$ cat src/rtl/hart_timer_pkg.sv
package hart_timer_pkg;

  // Widest hart index the decode ever carries (up to 4095 harts).
  localparam int unsigned SLOT_W = 12;

  typedef enum logic [2:0] {
    RD_NONE    = 3'd0,
    RD_CMP_LO  = 3'd1,
    RD_CMP_HI  = 3'd2,
    RD_TIME_LO = 3'd3,
    RD_TIME_HI = 3'd4
  } rdSel_e;

  // Strobes passed from the address decode to the datapath.
  typedef struct packed {
    logic              rdStb;
    rdSel_e            rdSel;
    logic              wrLo;
    logic              wrHi;
    logic [SLOT_W-1:0] slot;
  } ctlStrobe_t;

endpackage

$ cat src/rtl/hart_timer_decode.sv
module hart_timer_decode
  import hart_timer_pkg::*;
#(
  parameter int unsigned     ADDR_W    = 16,
  parameter int unsigned     NUM_HARTS = 4,
  parameter logic [ADDR_W-1:0] CMP_BASE  = '0,
  parameter logic [ADDR_W-1:0] TIME_BASE = '0
) (
  input  logic              clk,
  input  logic              rstN,
  input  logic              acc,
  input  logic              accWrite,
  input  logic [ADDR_W-1:0] addr,
  output ctlStrobe_t        ctl
);

  localparam int unsigned CMP_SPAN = NUM_HARTS * 8;

  logic [ADDR_W-1:0] cmpOffset;
  logic              wordAligned;
  logic              inCmp;
  logic              isTimeLo;
  logic              isTimeHi;

  assign cmpOffset   = addr - CMP_BASE;
  assign wordAligned = (addr[1:0] == 2'b00);
  assign inCmp       = (addr >= CMP_BASE) && (32'(cmpOffset) < CMP_SPAN);
  assign isTimeLo    = (addr == TIME_BASE);
  assign isTimeHi    = (addr == TIME_BASE + ADDR_W'(4));

  always_comb begin
    ctl       = '0;
    ctl.rdSel = RD_NONE;
    ctl.slot  = SLOT_W'(cmpOffset >> 3);
    if (acc) begin
      ctl.rdStb = !accWrite;
      if (wordAligned && inCmp) begin
        if (accWrite) begin
          ctl.wrLo = !addr[2];
          ctl.wrHi = addr[2];
        end else begin
          ctl.rdSel = addr[2] ? RD_CMP_HI : RD_CMP_LO;
        end
      end else if (wordAligned && !accWrite && isTimeLo) begin
        ctl.rdSel = RD_TIME_LO;
      end else if (wordAligned && !accWrite && isTimeHi) begin
        ctl.rdSel = RD_TIME_HI;
      end
    end
  end

  // misaligned accesses never reach a register
  p_misaligned_drop_r8: assert property (@(posedge clk) disable iff (!rstN)
    (acc && addr[1:0] != 2'b00) |-> (!ctl.wrLo && !ctl.wrHi && ctl.rdSel == RD_NONE));

  // time words take no write strobe
  p_time_wr_ignored_r3: assert property (@(posedge clk) disable iff (!rstN)
    (acc && accWrite && (isTimeLo || isTimeHi)) |-> (!ctl.wrLo && !ctl.wrHi));

  // at most one half of one slot is written per access
  p_one_strobe_r5: assert property (@(posedge clk) disable iff (!rstN)
    $onehot0({ctl.wrLo, ctl.wrHi, ctl.rdStb}));

endmodule

$ cat src/rtl/hart_timer_core.sv
module hart_timer_core
  import hart_timer_pkg::*;
#(
  parameter int unsigned NUM_HARTS = 4
) (
  input  logic                 clk,
  input  logic                 rstN,
  input  logic                 tickEn,
  input  ctlStrobe_t           ctl,
  input  logic [31:0]          wrData,
  output logic [31:0]          rdData,
  output logic [NUM_HARTS-1:0] timerIrq
);

  logic [63:0] timeCnt;
  logic [63:0] cmpReg [NUM_HARTS];
  logic [63:0] cmpSel;

  always_ff @(posedge clk) begin
    if (!rstN) begin
      timeCnt <= '0;
    end else if (tickEn) begin
      timeCnt <= timeCnt + 64'd1;
    end
  end

  for (genvar h = 0; h < NUM_HARTS; h++) begin : g_hart
    logic hitSlot;
    assign hitSlot = (ctl.slot == SLOT_W'(h));

    always_ff @(posedge clk) begin
      if (!rstN) begin
        cmpReg[h] <= '1;
      end else if (hitSlot && ctl.wrLo) begin
        cmpReg[h] <= {cmpReg[h][63:32], wrData};
      end else if (hitSlot && ctl.wrHi) begin
        cmpReg[h] <= {wrData, cmpReg[h][31:0]};
      end
    end

    assign timerIrq[h] = (cmpReg[h] <= timeCnt);

    // a low-word write keeps the high word
    p_keep_hi_r5: assert property (@(posedge clk) disable iff (!rstN)
      (hitSlot && ctl.wrLo) |=> $stable(cmpReg[h][63:32]));

    // a high-word write keeps the low word
    p_keep_lo_r5: assert property (@(posedge clk) disable iff (!rstN)
      (hitSlot && ctl.wrHi) |=> $stable(cmpReg[h][31:0]));
  end

  always_comb begin
    cmpSel = '0;
    for (int h = 0; h < NUM_HARTS; h++) begin
      if (ctl.slot == SLOT_W'(h)) cmpSel = cmpReg[h];
    end
  end

  always_ff @(posedge clk) begin
    if (!rstN) begin
      rdData <= '0;
    end else if (ctl.rdStb) begin
      unique case (ctl.rdSel)
        RD_CMP_LO:  rdData <= cmpSel[31:0];
        RD_CMP_HI:  rdData <= cmpSel[63:32];
        RD_TIME_LO: rdData <= timeCnt[31:0];
        RD_TIME_HI: rdData <= timeCnt[63:32];
        default:    rdData <= '0;
      endcase
    end
  end

  // one step per enabled tick
  p_time_step_r2: assert property (@(posedge clk) disable iff (!rstN)
    tickEn |=> (timeCnt == $past(timeCnt) + 64'd1));

  // no step without a tick
  p_time_hold_r2: assert property (@(posedge clk) disable iff (!rstN)
    !tickEn |=> $stable(timeCnt));

  // with no write and no tick the interrupts cannot move
  p_irq_stable_r6: assert property (@(posedge clk) disable iff (!rstN)
    (!ctl.wrLo && !ctl.wrHi && !tickEn) |=> $stable(timerIrq));

  // time moving forward can only raise interrupts
  p_irq_no_fall_r6: assert property (@(posedge clk) disable iff (!rstN)
    (!ctl.wrLo && !ctl.wrHi && tickEn) |=> (($past(timerIrq) & ~timerIrq) == '0));

  // read data holds between reads
  p_rd_hold_r9: assert property (@(posedge clk) disable iff (!rstN)
    !ctl.rdStb |=> $stable(rdData));

endmodule

$ cat src/rtl/hart_timer.sv
module hart_timer
  import hart_timer_pkg::*;
#(
  parameter int unsigned       ADDR_W    = 16,
  parameter int unsigned       NUM_HARTS = 4,
  parameter logic [ADDR_W-1:0] CMP_BASE  = 16'h4000,
  parameter logic [ADDR_W-1:0] TIME_BASE = 16'hBFF8
) (
  input  logic                 clk,
  input  logic                 rstN,
  input  logic                 tickEn,
  input  logic                 acc,
  input  logic                 accWrite,
  input  logic [ADDR_W-1:0]    addr,
  input  logic [31:0]          wrData,
  output logic [31:0]          rdData,
  output logic [NUM_HARTS-1:0] timerIrq
);

  localparam longint unsigned CMP_END  = longint'(CMP_BASE) + longint'(NUM_HARTS) * 8;
  localparam longint unsigned TIME_END = longint'(TIME_BASE) + 8;

  if (NUM_HARTS < 1 || NUM_HARTS > 4095) begin : g_bad_harts
    $error("hart_timer: NUM_HARTS must lie in 1..4095");
  end
  if (ADDR_W < 4 || ADDR_W > 32) begin : g_bad_addr
    $error("hart_timer: ADDR_W must lie in 4..32");
  end
  if (CMP_BASE[2:0] != 3'b000 || TIME_BASE[2:0] != 3'b000) begin : g_bad_align
    $error("hart_timer: both bases must be 8-byte aligned");
  end
  if (CMP_END > (64'd1 << ADDR_W) || TIME_END > (64'd1 << ADDR_W)) begin : g_bad_fit
    $error("hart_timer: register ranges exceed the address space");
  end
  if (!(longint'(TIME_BASE) >= CMP_END || TIME_END <= longint'(CMP_BASE))) begin : g_bad_overlap
    $error("hart_timer: time words overlap the compare slots");
  end

  ctlStrobe_t ctl;

  hart_timer_decode #(
    .ADDR_W   (ADDR_W),
    .NUM_HARTS(NUM_HARTS),
    .CMP_BASE (CMP_BASE),
    .TIME_BASE(TIME_BASE)
  ) u_decode (
    .clk     (clk),
    .rstN    (rstN),
    .acc     (acc),
    .accWrite(accWrite),
    .addr    (addr),
    .ctl     (ctl)
  );

  hart_timer_core #(
    .NUM_HARTS(NUM_HARTS)
  ) u_core (
    .clk     (clk),
    .rstN    (rstN),
    .tickEn  (tickEn),
    .ctl     (ctl),
    .wrData  (wrData),
    .rdData  (rdData),
    .timerIrq(timerIrq)
  );

endmodule

$ cat config.mk
export PLATFORM = sky130hd
export DESIGN_NAME = hart_timer
export DESIGN_NICKNAME = d
export VERILOG_FILES = /design/src/rtl/hart_timer_pkg.sv /design/src/rtl/hart_timer_decode.sv /design/src/rtl/hart_timer_core.sv /design/src/rtl/hart_timer.sv
export SDC_FILE = /design/constraint.sdc
export NUM_CORES = 1
export LEC_CHECK = 0
export BUFFER_PORTS_ARGS = -buffer_cell sky130_fd_sc_hd__buf_2
export CORE_AREA = 8 8 244 246
export CTS_CLUSTER_SIZE = 40
export DETAILED_ROUTE_END_ITERATION = 16
export DIE_AREA = 0 0 252 254
export MAX_ROUTING_LAYER = met4
export SLEW_MARGIN = 20
export SYNTH_ARGS = -nofsm -noshare
export SYNTH_HDL_FRONTEND = slang
export SYNTH_SLANG_ARGS = --single-unit
$ cat constraint.sdc
create_clock -name clk -period 5.7 [get_ports clk]
set_input_delay 1.14 -clock clk [delete_from_list [all_inputs] [get_ports clk]]
set_output_delay 1.14 -clock clk [all_outputs]
set_load 0.05 [all_outputs]
After elaboration in Yosys (flattened, before gate mapping)
Memory sizes are Yosys's and may differ from the RTL's.
Cells that the tools add are included.
- $add $sub $neg: 2
- multiply operators: 0
- div/mod/pow operators: 0
- $lt $le $gt $ge: 6
- equality and inequality tests: 9
- shift operators: 0
- multiplexer cells: 50
- bitwise logic cells: 8
- reduce and logical (&&, ||, !) cells: 17
- operator list (operator ; count):
    two-way mux 64 bit ; 12
    less-or-equal comparator 64 bit ; 4
    one-hot mux 32 bit (4 select lines) ; 1
    adder 64 x 1 -> 64 bit (second input constant) ; 1
    equality test 16 bit (second input constant) ; 2
    two-way mux 1 bit ; 29
    equality test 12 x 2 -> 1 bit (second input constant) ; 2
    >= comparator 16 x 15 -> 1 bit (second input constant) ; 1
    < comparator 16 x 6 -> 1 bit (second input constant) ; 1
    subtractor 16 x 15 -> 16 bit (second input constant) ; 1
    logical AND 1 bit ; 13
    equality test 12 x 1 -> 1 bit (second input constant) ; 1
    logical NOT 12 bit ; 1
    two-way mux 3 bit ; 4
    bitwise OR 1 bit ; 8
    equality test 3 x 2 -> 1 bit (second input constant) ; 2
    two-way mux 2 bit ; 3
    two-way mux 6 bit ; 1
    equality test 3 x 1 -> 1 bit (second input constant) ; 1
    equality test 3 bit (second input constant) ; 1
    logical NOT 1 bit ; 2
    logical NOT 2 bit ; 1
- register bits: 96
- bits in latches: 0
- bits in writable memories: 256
- ROM bits: 0
- bits of input ports: 53
- output and inout port bits: 36
- logic and storage cells: 95
- memories kept: 1
- memories (memory ; words ; width ; rd ports ; clocked after Yosys merged registers in ; write ports ; line ; text):
    u_core.cmpReg ; 4 ; 64 ; 4 ; 0 ; 4 ; hart_timer_core.sv:16 ; logic [63:0] cmpReg [NUM_HARTS];

Longest topological paths before layout
Gate-level depths: netlist of the first run.
- word-level depth: 13
- mapped depth: 9
- gate-level depth less buffers: 9

By module
A second synthesis of the first run with hierarchy kept.
- cell total of the unflattened synthesis: 2138
- area total of the unflattened synthesis: 22142.5 sq um
- modules (own cells, without submodules) (module ; times used ; cells each ; area an instance (sq um) ; sequential area each (sq um)):
    hart_timer_core ; 1 ; 2104 ; 21919.8 ; 9609.2
    hart_timer_decode ; 1 ; 34 ; 222.7 ; 0.0

Least setup slack after synthesis of the first run
Ideal clock, no wire load.
- path kind: input to register
- start point: input addr[5]
- end point: memory u_core.cmpReg[3][0] (enable)
- library setup time: 0.466 ns
- data arrival time: 4.424 ns
- data required time: 5.234 ns
- slack: 0.811 ns
- cell stages on the path: 6
- buffers on the path: 2
- cells stage by stage: nor4_2 > and4_1 > buf_2 > nand3_2 > clkbuf_1 > o21ai_0
- RTL lines (what ; line ; text):
    from (decl) ; hart_timer.sv:14 ; input logic [ADDR_W-1:0] addr,
    to (decl) ; hart_timer_core.sv:16 ;

Worst setup path in the final report of the first run
- start point: register u_core.timeCnt[62]
- end point: output timerIrq[1]
- word-level cells in the longest chain between the ends: 1
- ends and longest elaborated chain (what ; line ; text):
    from (decl) ; hart_timer_core.sv:15 ; logic [63:0] timeCnt;
    from (signal assigned) ; hart_timer_core.sv:23 ; timeCnt <= timeCnt + 64'd1;
    less-or-equal comparator 64 bit ; hart_timer_core.sv:41 ; assign timerIrq[h] = (cmpReg[h] <= timeCnt);
    to (decl) ; hart_timer.sv:17 ; output logic [NUM_HARTS-1:0] timerIrq
Every way passes these cells.

==> results of run 1 <==
worst max path at each step:
stage | from | cells after the start | slack, ns | end
after floorplan | addr[5] | 6 | 0.81 | u_core.cmpReg[3][0]
after global placement | u_core.timeCnt[62] | 8 | 1.13 | timerIrq[3]
after detailed placement | u_core.timeCnt[62] | 8 | 1.09 | timerIrq[3]
after CTS | u_core.timeCnt[62] | 8 | 0.44 | timerIrq[3]
after global routing | u_core.timeCnt[62] | 9 | 0.25 | timerIrq[1]
final | u_core.timeCnt[62] | 9 | 0.39 | timerIrq[1]
logic make-up (layout without fill, tap and decap cells):
group	Yosys count	after routing	synth area share [%]
simple gates	772	772	17.4
compound gates	488	488	14.3
flops	352	352	43.8
fa+ha+maj	257	257	14.7
buf+inv	188	275	3.42
mux	89	89	4.47
xor+xnor	50	50	2.00
other cells	0	4	0
per-layer routing:
metal	wire length [um]	up-vias
met1	35500	9201
met3	6180	151
met5	0	-
li1	-	8396
met4	3130	0
met2	38700	793
state kept, by name, summed over array words and instances (netlist names):
signal / flops
u_core.cmpReg: 256
u_core.rdData: 32
u_core.timeCnt: 64
worst min-delay path, stage by stage (launching register included):
cell,delay (ns)
dfxtp_1,0.35
nand2_1,0.07
a21oi_1,0.06
through the flow:
stage                     hold WS (ns)  std cells  utilization [%]  instance area (um^2)
after floorplan                  0.454       2196                -                 21900
after global routing             0.547       3043             44.0                 24500
after global placement           0.469       2965             41.7                 23200
after detailed placement         0.497       2966             41.7                 23200
after CTS                        0.513       3039             44.0                 24500
final                            0.521       3043             44.0                 24500
cell type report:
cell class	count	area (um^2)	area share, %
inverter	75	283	1.15
timing repair buffer	127	767	3.13
multi-input combinational	1656	11600	47.5
clock inverter	11	60.1	0.245
tap	756	946	3.85
sequential	352	9610	39.2
antenna	4	10.0	0.0408
clock buffer	62	1220	4.96
cells in the final DEF (no fill, tap or decap), drive strengths merged, types with 4 or more instances in the layout:
master	count
mux2	62
o211ai	12
a21oi	164
edfxtp	256
nand3	47
or2	5
inv	75
a21o	10
clkbuf	62
a211oi	19
ha	257
a2111oi	27
o21ai	56
nor2b	6
and4	15
clkinv	9
a221oi	35
and2	4
nor2	321
nand2	94
a211o	5
buf	127
nand2b	41
o22ai	68
nor3	59
or3	77
diode	4
or4	4
nor4	17
mux2i	26
o21a	73
dfxtp	96
xnor2	50
nand4	72
and3	6
cell usage after synthesis, drive strengths merged, types with 50 or more instances:
cell / n / area, um^2
inv: 75 / 282
nand2: 94 / 353
ha: 257 / 3220
dfxtp: 96 / 1920
nor2: 321 / 1200
mux2: 62 / 698
xnor2: 50 / 438
nand4: 72 / 478
o21ai: 56 / 280
clkbuf: 72 / 270
edfxtp: 256 / 7690
nor3: 59 / 305
o21a: 73 / 548
or3: 77 / 482
a21oi: 164 / 821
o22ai: 68 / 425
report_power, final:
part / internal, uW / total, uW / switching, uW
clock network: 1470 / 2580 / 1110
registers: 2840 / 2920 / 79.7
logic: 207 / 575 / 367
total: 4520 / 6070 / 1560
==> impl_metrics.toml, run 1 <==
[min_path]
hp-class = "flop to flop"
min_from = "u_core.timeCnt[41]"
hold_depth = 2
worstHoldEndpoint = "u_core.timeCnt[41]"

[routing]
num_vias = 18541
drtIter0Drc = 1819
wire_per_inst_um = 27.5
antenna_left = 0
first_pass_iters = 5
finalWirelength_um = 83500
viasPerCell = 6.09
drc = 0

[critical_path]
cp.arrival_ns = 4.17
critical_path_buf_inv_count = 2
worst_setup_path_end_kind = "primary output"
crit_family = "simple AND/OR/NAND/NOR gates"
reg2reg_to = "u_core.timeCnt[34]"
crit_fanout = 4
worst_setup_path_start_kind = "flop"
reg2reg_depth = 7
path_common_cell = "nand4_1"
slowest_delay_ns = 1.05
path_cells = "inv_1 -> ha_1 -> nand4_1 -> nor4_1 -> nand4_1 -> or3_1 -> nand4_1 -> o22ai_1 -> buf_2"
timing.reg2reg.setup_slack_ns = 1.98
cp.required_ns = 4.56
cp_slowest_cell = "nor4_1"
worstReg2RegStart = "u_core.timeCnt[0]"
worstSetupPathType = "flop to primary output"

[pwr]
p_leak_uw = 0.00854
ir_drop_v = 0.000192
p_total_uw = 6070
power_density_nw_per_um2 = 247

[grt]
top_usage_layer = "met2"
antenna_found_initial = 8
met3_usage_pct = 5.05
gr-usage-met1_pct = 33.0
grt_overflow_total = 0
grt.total_usage_pct = 26.2
grt_pass1_wl_um = 122000
grt_pass1_vias = 18237
grt_max_degree = 68
met2_usage_pct = 42.1

[finish]
syn_to_final_growth_pct = 11.9
drive_gt1_share_pct = 12.4
fill_cells = 5443
nets = 2563

[cts]
cts_resized = 0
clkLatencyLatePin_ns = 0.59
cts_setup_buffers = 0
cts_buffers = 41
cts_root_buf = "clkbuf_16"
clkSinkCount = 352
htreeDepth = 2
cts_tree = "done"
holdBufCountCts = 0
clk_pin_slew_ns = 0.07
clk_path_buf_depth = 3

[die]
io_pins = 89
dieArea_um2 = 64000
start_util_pct = 39.3
coreArea_um2 = 55700
chipWidth_um = 252
chipHeight_um = 254
rows = 87

[timing]
finalWorstSetupSlack_ns = 0.393
skew_ns = 0.0260
hold_viol_final = 0
min_period_ns = 5.31
rsz0062_at_grt = "no"
slew_violations = 0
fmax_mhz = 188
fin_tns_setup_ns = 0
tightest_slew_ns = 1.22
slew_headroom_pct = 18.5
fin_crit_sh_pct = 93.1
setup_viol = 0

[placement]
dp_hpwl_um = 59300
globalplace.congestion = 0.985
post-place-ws_ns = 1.09
io_buffers = 88

[synth]
synth_edf_count = 256
yosys_warnings = 0
synth_cell_types = 61
async_flop_share_pct = 0
synth_cells = 2196
synth_area_um2 = 21900
syn-num-nets = 2506
ys_ff_latch = 352
yosysSeqAreaShare_pct = 43.8
synth.avg_cell_area_um2 = 9.99
synth-main-ff-cell = "edfxtp_1"

[outcome]
status = "completed"

[flow_run]
drv_cap = 0
No activity file was read; power rests on OpenSTA's default activity.
==> inputs of run 2 (changes only) <==
==> constraint.sdc (replaced) <==
create_clock -name clk -period 6.6 [get_ports clk]
set_input_delay 1.32 -clock clk [delete_from_list [all_inputs] [get_ports clk]]
set_output_delay 1.32 -clock clk [all_outputs]
set_load 0.05 [all_outputs]
==> run 2 against run 1 <==
Sequential power decreased by 14%. Sequential share of layout area decreased by 0.23 points. First-iteration DRC count increased by 3.5%. Via count decreased by 1.0%. Clock-buffer cell count decreased by 3. Largest cell class unchanged. Highest routed layer unchanged.
==> impl_metrics.toml, run 2 (synthesis gave the netlist of run 1 again) <==
[timing]
fmax_mhz = 169
tightest_slew_ns = 1.24
fin_tns_setup_ns = 0
rsz0062_at_grt = "no"
fin_crit_sh_pct = 89.9
hold_viol_final = 0
timing.hold.ws_ns = 0.496
skew_ns = 0.0313
slew_headroom_pct = 17.0
min_period_ns = 5.93
slew_violations = 0
setup_viol = 0

[cts]
clkLatencyLatePin_ns = 0.60
cts_root_buf = "clkbuf_16"
cts_resized = 0
clk_pin_slew_ns = 0.06
htreeDepth = 2
holdBufCountCts = 0
cts_tree = "done"
clk_path_buf_depth = 3
cts_buffers = 43
clkSinkCount = 352
cts_setup_buffers = 0

[flow_run]
drv_cap = 0

[grt]
grt_overflow_total = 0
grt.total_usage_pct = 26.2
antenna_found_initial = 5
grt_pass1_vias = 17996
grt_pass1_wl_um = 122000
grt_max_degree = 75

[routing]
wire_per_inst_um = 27.3
finalWirelength_um = 82900
antenna_left = 0
num_vias = 18353
drtIter0Drc = 1882
viasPerCell = 6.04
drc = 0
first_pass_iters = 6

[critical_path]
reg2reg_depth = 7
crit_family = "simple AND/OR/NAND/NOR gates"
worst_setup_path_end_kind = "primary output"
path_cells = "inv_1 -> ha_1 -> nand4_1 -> or4_1 -> nand3b_1 -> or3_1 -> a31oi_1 -> or4_1 -> o21ai_1 -> buf_2"
cp_slowest_cell = "or4_1"
timing.reg2reg.setup_slack_ns = 3.29
crit_path_end = "timerIrq[3]"
crit_fanout = 4
path_common_cell = "or4_1"
worstSetupPathType = "flop to primary output"
worstSetupPathDepth = 10
crit_start = "u_core.timeCnt[62]"
slowest_delay_ns = 0.72
worst_setup_path_start_kind = "flop"
cp.arrival_ns = 4.61
cp.required_ns = 5.28
worstReg2RegStart = "u_core.timeCnt[3]"
critical_path_buf_inv_count = 2
reg2reg_to = "u_core.timeCnt[51]"

[die]
rows = 87
start_util_pct = 39.3
chipWidth_um = 252
io_pins = 89
coreArea_um2 = 55700
dieArea_um2 = 64000
chipHeight_um = 254

[finish]
drive_gt1_share_pct = 12.4
final_area_um2 = 24700
top_regs = "u_core.cmpReg (256), u_core.timeCnt (64), u_core.rdData (32)"
layout_commonest_cell = "nor2_1"
syn_to_final_growth_pct = 12.6
nets = 2553
regMostFlops = "u_core.cmpReg"
final_cell_mix = "nor2_1, ha_1, edfxtp_1"
instances_no_fill = 3038
largest_register_ffs = 256

[placement]
dp.cells = 2954
io_buffers = 88
globalplace.congestion = 0.962
dp_hpwl_um = 59000
place_area_um2 = 23100

[pwr]
p_leak_uw = 0.00859
ir_drop_v = 0.000208
power_density_nw_per_um2 = 227
p_total_uw = 5610

[min_path]
hp-class = "flop to flop"

[outcome]
status = "completed"
-- run 2: how the worst min path moves through the flow --
stage,startpoint,to,slack (ns),depth (start not counted)
global route,u_core.timeCnt[41],u_core.timeCnt[41],0.52,2
global placement,u_core.timeCnt[41],u_core.timeCnt[41],0.49,2
detailed placement,u_core.timeCnt[41],u_core.timeCnt[41],0.48,2
CTS,u_core.timeCnt[41],u_core.timeCnt[41],0.50,2
floorplan,u_core.timeCnt[41],u_core.timeCnt[41],0.45,2
finish,u_core.timeCnt[41],u_core.timeCnt[41],0.50,2
-- run 2: final cells by class --
type                    count  area (um^2)
inverters                  75          283
fillers                  5337        31000
clock buffers              59         1200
multi-input cells        1656        11700
clock inverters            21          328
diodes                      4         10.0
repair buffers            115          661
well taps                 756          946
flip-flops and latches    352         9610
-- run 2: metrics by stage --
| stage | utilization, % | setup slack, ns |
|---|---|---|
| 5_1_grt | 44.3 | 0.674 |
| 3_5_place_dp | 41.5 | 1.41 |
| 6_report | 44.3 | 0.667 |
| 3_3_place_gp | 41.5 | 1.36 |
| 2_1_floorplan | - | 1.53 |
| 4_1_cts | 44.3 | 0.768 |
-- run 2: worst reg2reg max path, stage by stage (launching register included) --
cell and delay (ns):
dfxtp_1 0.50, and4_1 0.36, nand3_2 0.23, nor2_1 0.77, nand4_1 0.60, or3_1 0.51
xnor2_1 0.15, nor2_1 0.05
-- run 2: routing by layer --
metal | wire, um | GRT usage, % | up-vias
li1 | - | - | 8366
met1 | 35200 | 33.2 | 9035
met2 | 39000 | 42.5 | 800
met3 | 5790 | 4.00 | 152
met4 | 3000 | 9.31 | 0
met5 | 0 | - | -
-- run 2: where the power goes --
part	switching (uW)	internal (uW)
Combinational	313	175
Sequential	69.4	2450
Clock	1010	1590
Total	1400	4210
==> inputs of run 3 (changes only) <==
==> constraint.sdc (replaced) <==
create_clock -name clk -period 6.6 [get_ports clk]
set_input_delay 0 -clock clk [delete_from_list [all_inputs] [get_ports clk]]
set_output_delay 0 -clock clk [all_outputs]
set_load 0.05 [all_outputs]
==> run 3 against run 2 <==
Sequential share of layout area fell by 0.21 points. Critical path depth stayed put. Via count is 2.3% higher. Clock power fell by 11%. Clock-buffer cell count is 3 lower. Critical endpoint unchanged.
==> impl_metrics.toml, run 3 (synthesis gave the netlist of run 1 again) <==
[min_path]
hp-class = "primary input to flop"

[grt]
grt_overflow_total = 0
grt_pass1_wl_um = 120000
grt_max_degree = 95
grt.total_usage_pct = 25.5
grt_pass1_vias = 18423
antenna_found_initial = 2

[finish]
largest_register_ffs = 256
final_cell_mix = "nor2_1, ha_1, edfxtp_1"
top_regs = "u_core.cmpReg (256), u_core.timeCnt (64), u_core.rdData (32)"
regMostFlops = "u_core.cmpReg"
fill_cells = 5356
drive_gt1_share_pct = 12.0
layout_commonest_cell = "nor2_1"
syn_to_final_growth_pct = 13.2
nets = 2588

[cts]
cts_setup_buffers = 0
cts_tree = "done"
clkSinkCount = 352
clkLatencyLatePin_ns = 0.58
clk_path_buf_depth = 3
cts_buffers = 43
htreeDepth = 2
cts_root_buf = "clkbuf_16"
clk_pin_slew_ns = 0.06

[timing]
skew_ns = 0.0190
slew_headroom_pct = 24.4
slew_violations = 0
fin_tns_setup_ns = 0
finalWorstSetupSlack_ns = 2.26
tightest_slew_ns = 1.10
hold_viol_final = 0
min_period_ns = 4.34
rsz0062_at_grt = "no"
fmax_mhz = 230
setup_viol = 0
fin_crit_sh_pct = 65.8

[placement]
io_buffers = 88
globalplace.congestion = 0.999
dp_hpwl_um = 58400
post-place-ws_ns = 2.92

[critical_path]
slowest_delay_ns = 0.72
worstSetupPathType = "flop to primary output"
cp.arrival_ns = 4.34
path_common_cell = "or4_1"
path_cells = "inv_1 -> ha_1 -> nand4_1 -> or4_1 -> nand3b_1 -> or3_1 -> a31oi_1 -> or4_1 -> o21ai_1 -> buf_2"
crit_fanout = 4
worst_setup_path_end_kind = "primary output"
cp.required_ns = 6.60
cp_slowest_cell = "or4_1"
crit_family = "simple AND/OR/NAND/NOR gates"
critical_path_buf_inv_count = 2
worst_setup_path_start_kind = "flop"

[pwr]
power_density_nw_per_um2 = 215
ir_drop_v = 0.000147
p_total_uw = 5340
p_leak_uw = 0.00866

[routing]
drtIter0Drc = 2162
num_vias = 18784
first_pass_iters = 5
drc = 0
wire_per_inst_um = 26.6
antenna_left = 0
viasPerCell = 6.12
finalWirelength_um = 81500

[die]
io_pins = 89
start_util_pct = 39.3
coreArea_um2 = 55700
dieArea_um2 = 64000
chipWidth_um = 252
chipHeight_um = 254
rows = 87

[outcome]
status = "completed"

[flow_run]
drv_cap = 0
## run 3: cell count changes in the layout (fill, tap and decap cells not counted), sizes merged, moves of 3 or more
cell	change
dlygate4sd3	+33
clkbuf	-3
clkinv	+9
bufinv	-6
## run 3: metrics by stage
step | cells | util [%] | instance area [um^2] | hold slack [ns]
after CTS | 3066 | 44.5 | 24800 | 0.00910
after detailed placement | 2956 | 41.5 | 23100 | 0.366
after floorplan | 2196 | - | 21900 | 0.137
after global routing | 3067 | 44.5 | 24800 | 0.0211
after global placement | 2956 | 41.5 | 23100 | 0.339
final | 3068 | 44.5 | 24800 | 0.0427
## run 3: report_power, final
part	total, uW	switching (uW)	leakage (uW)	internal (uW)
Combinational	502	314	0.00464	188
Clock	2320	975	0.000662	1340
Sequential	2520	71.3	0.00336	2450
Total	5340	1360	0.00866	3980
## run 3: final timing paths
| kind | start | cells past startpoint | slack, ns | to |
|---|---|---|---|---|
| min | rstN | 2 | 0.04 | u_core.timeCnt[40] |
| max reg2reg | u_core.timeCnt[9] | 7 | 3.58 | u_core.timeCnt[51] |
| min reg2reg | u_core.timeCnt[41] | 2 | 0.49 | u_core.timeCnt[41] |
| max | u_core.timeCnt[62] | 10 | 2.26 | timerIrq[3] |
## run 3: cell type report
cell class / instances / area [um^2] / area share [%]
diodes: 2 / 5.00 / 0.0202
flip-flops and latches: 352 / 9610 / 38.7
repair buffers: 150 / 997 / 4.02
inverters: 75 / 283 / 1.14
well taps: 756 / 946 / 3.81
clock inverters: 21 / 153 / 0.615
clock buffers: 56 / 1190 / 4.78
multi-input cells: 1656 / 11600 / 46.9
## run 3: repair_timing
action,4_1_cts,5_1_grt
hold buffers,33,0
gates resized for setup,0,0
endpoints found under the hold margin,259,0
## run 3: per-layer routing
layer  vias up  track usage (%)  wire length [um]
met3       178             3.93              6610
met5         -                -                 0
met1      9268             32.0             33300
met2       904             40.9             38000
li1       8434                -                 -
met4         0             10.3              3490
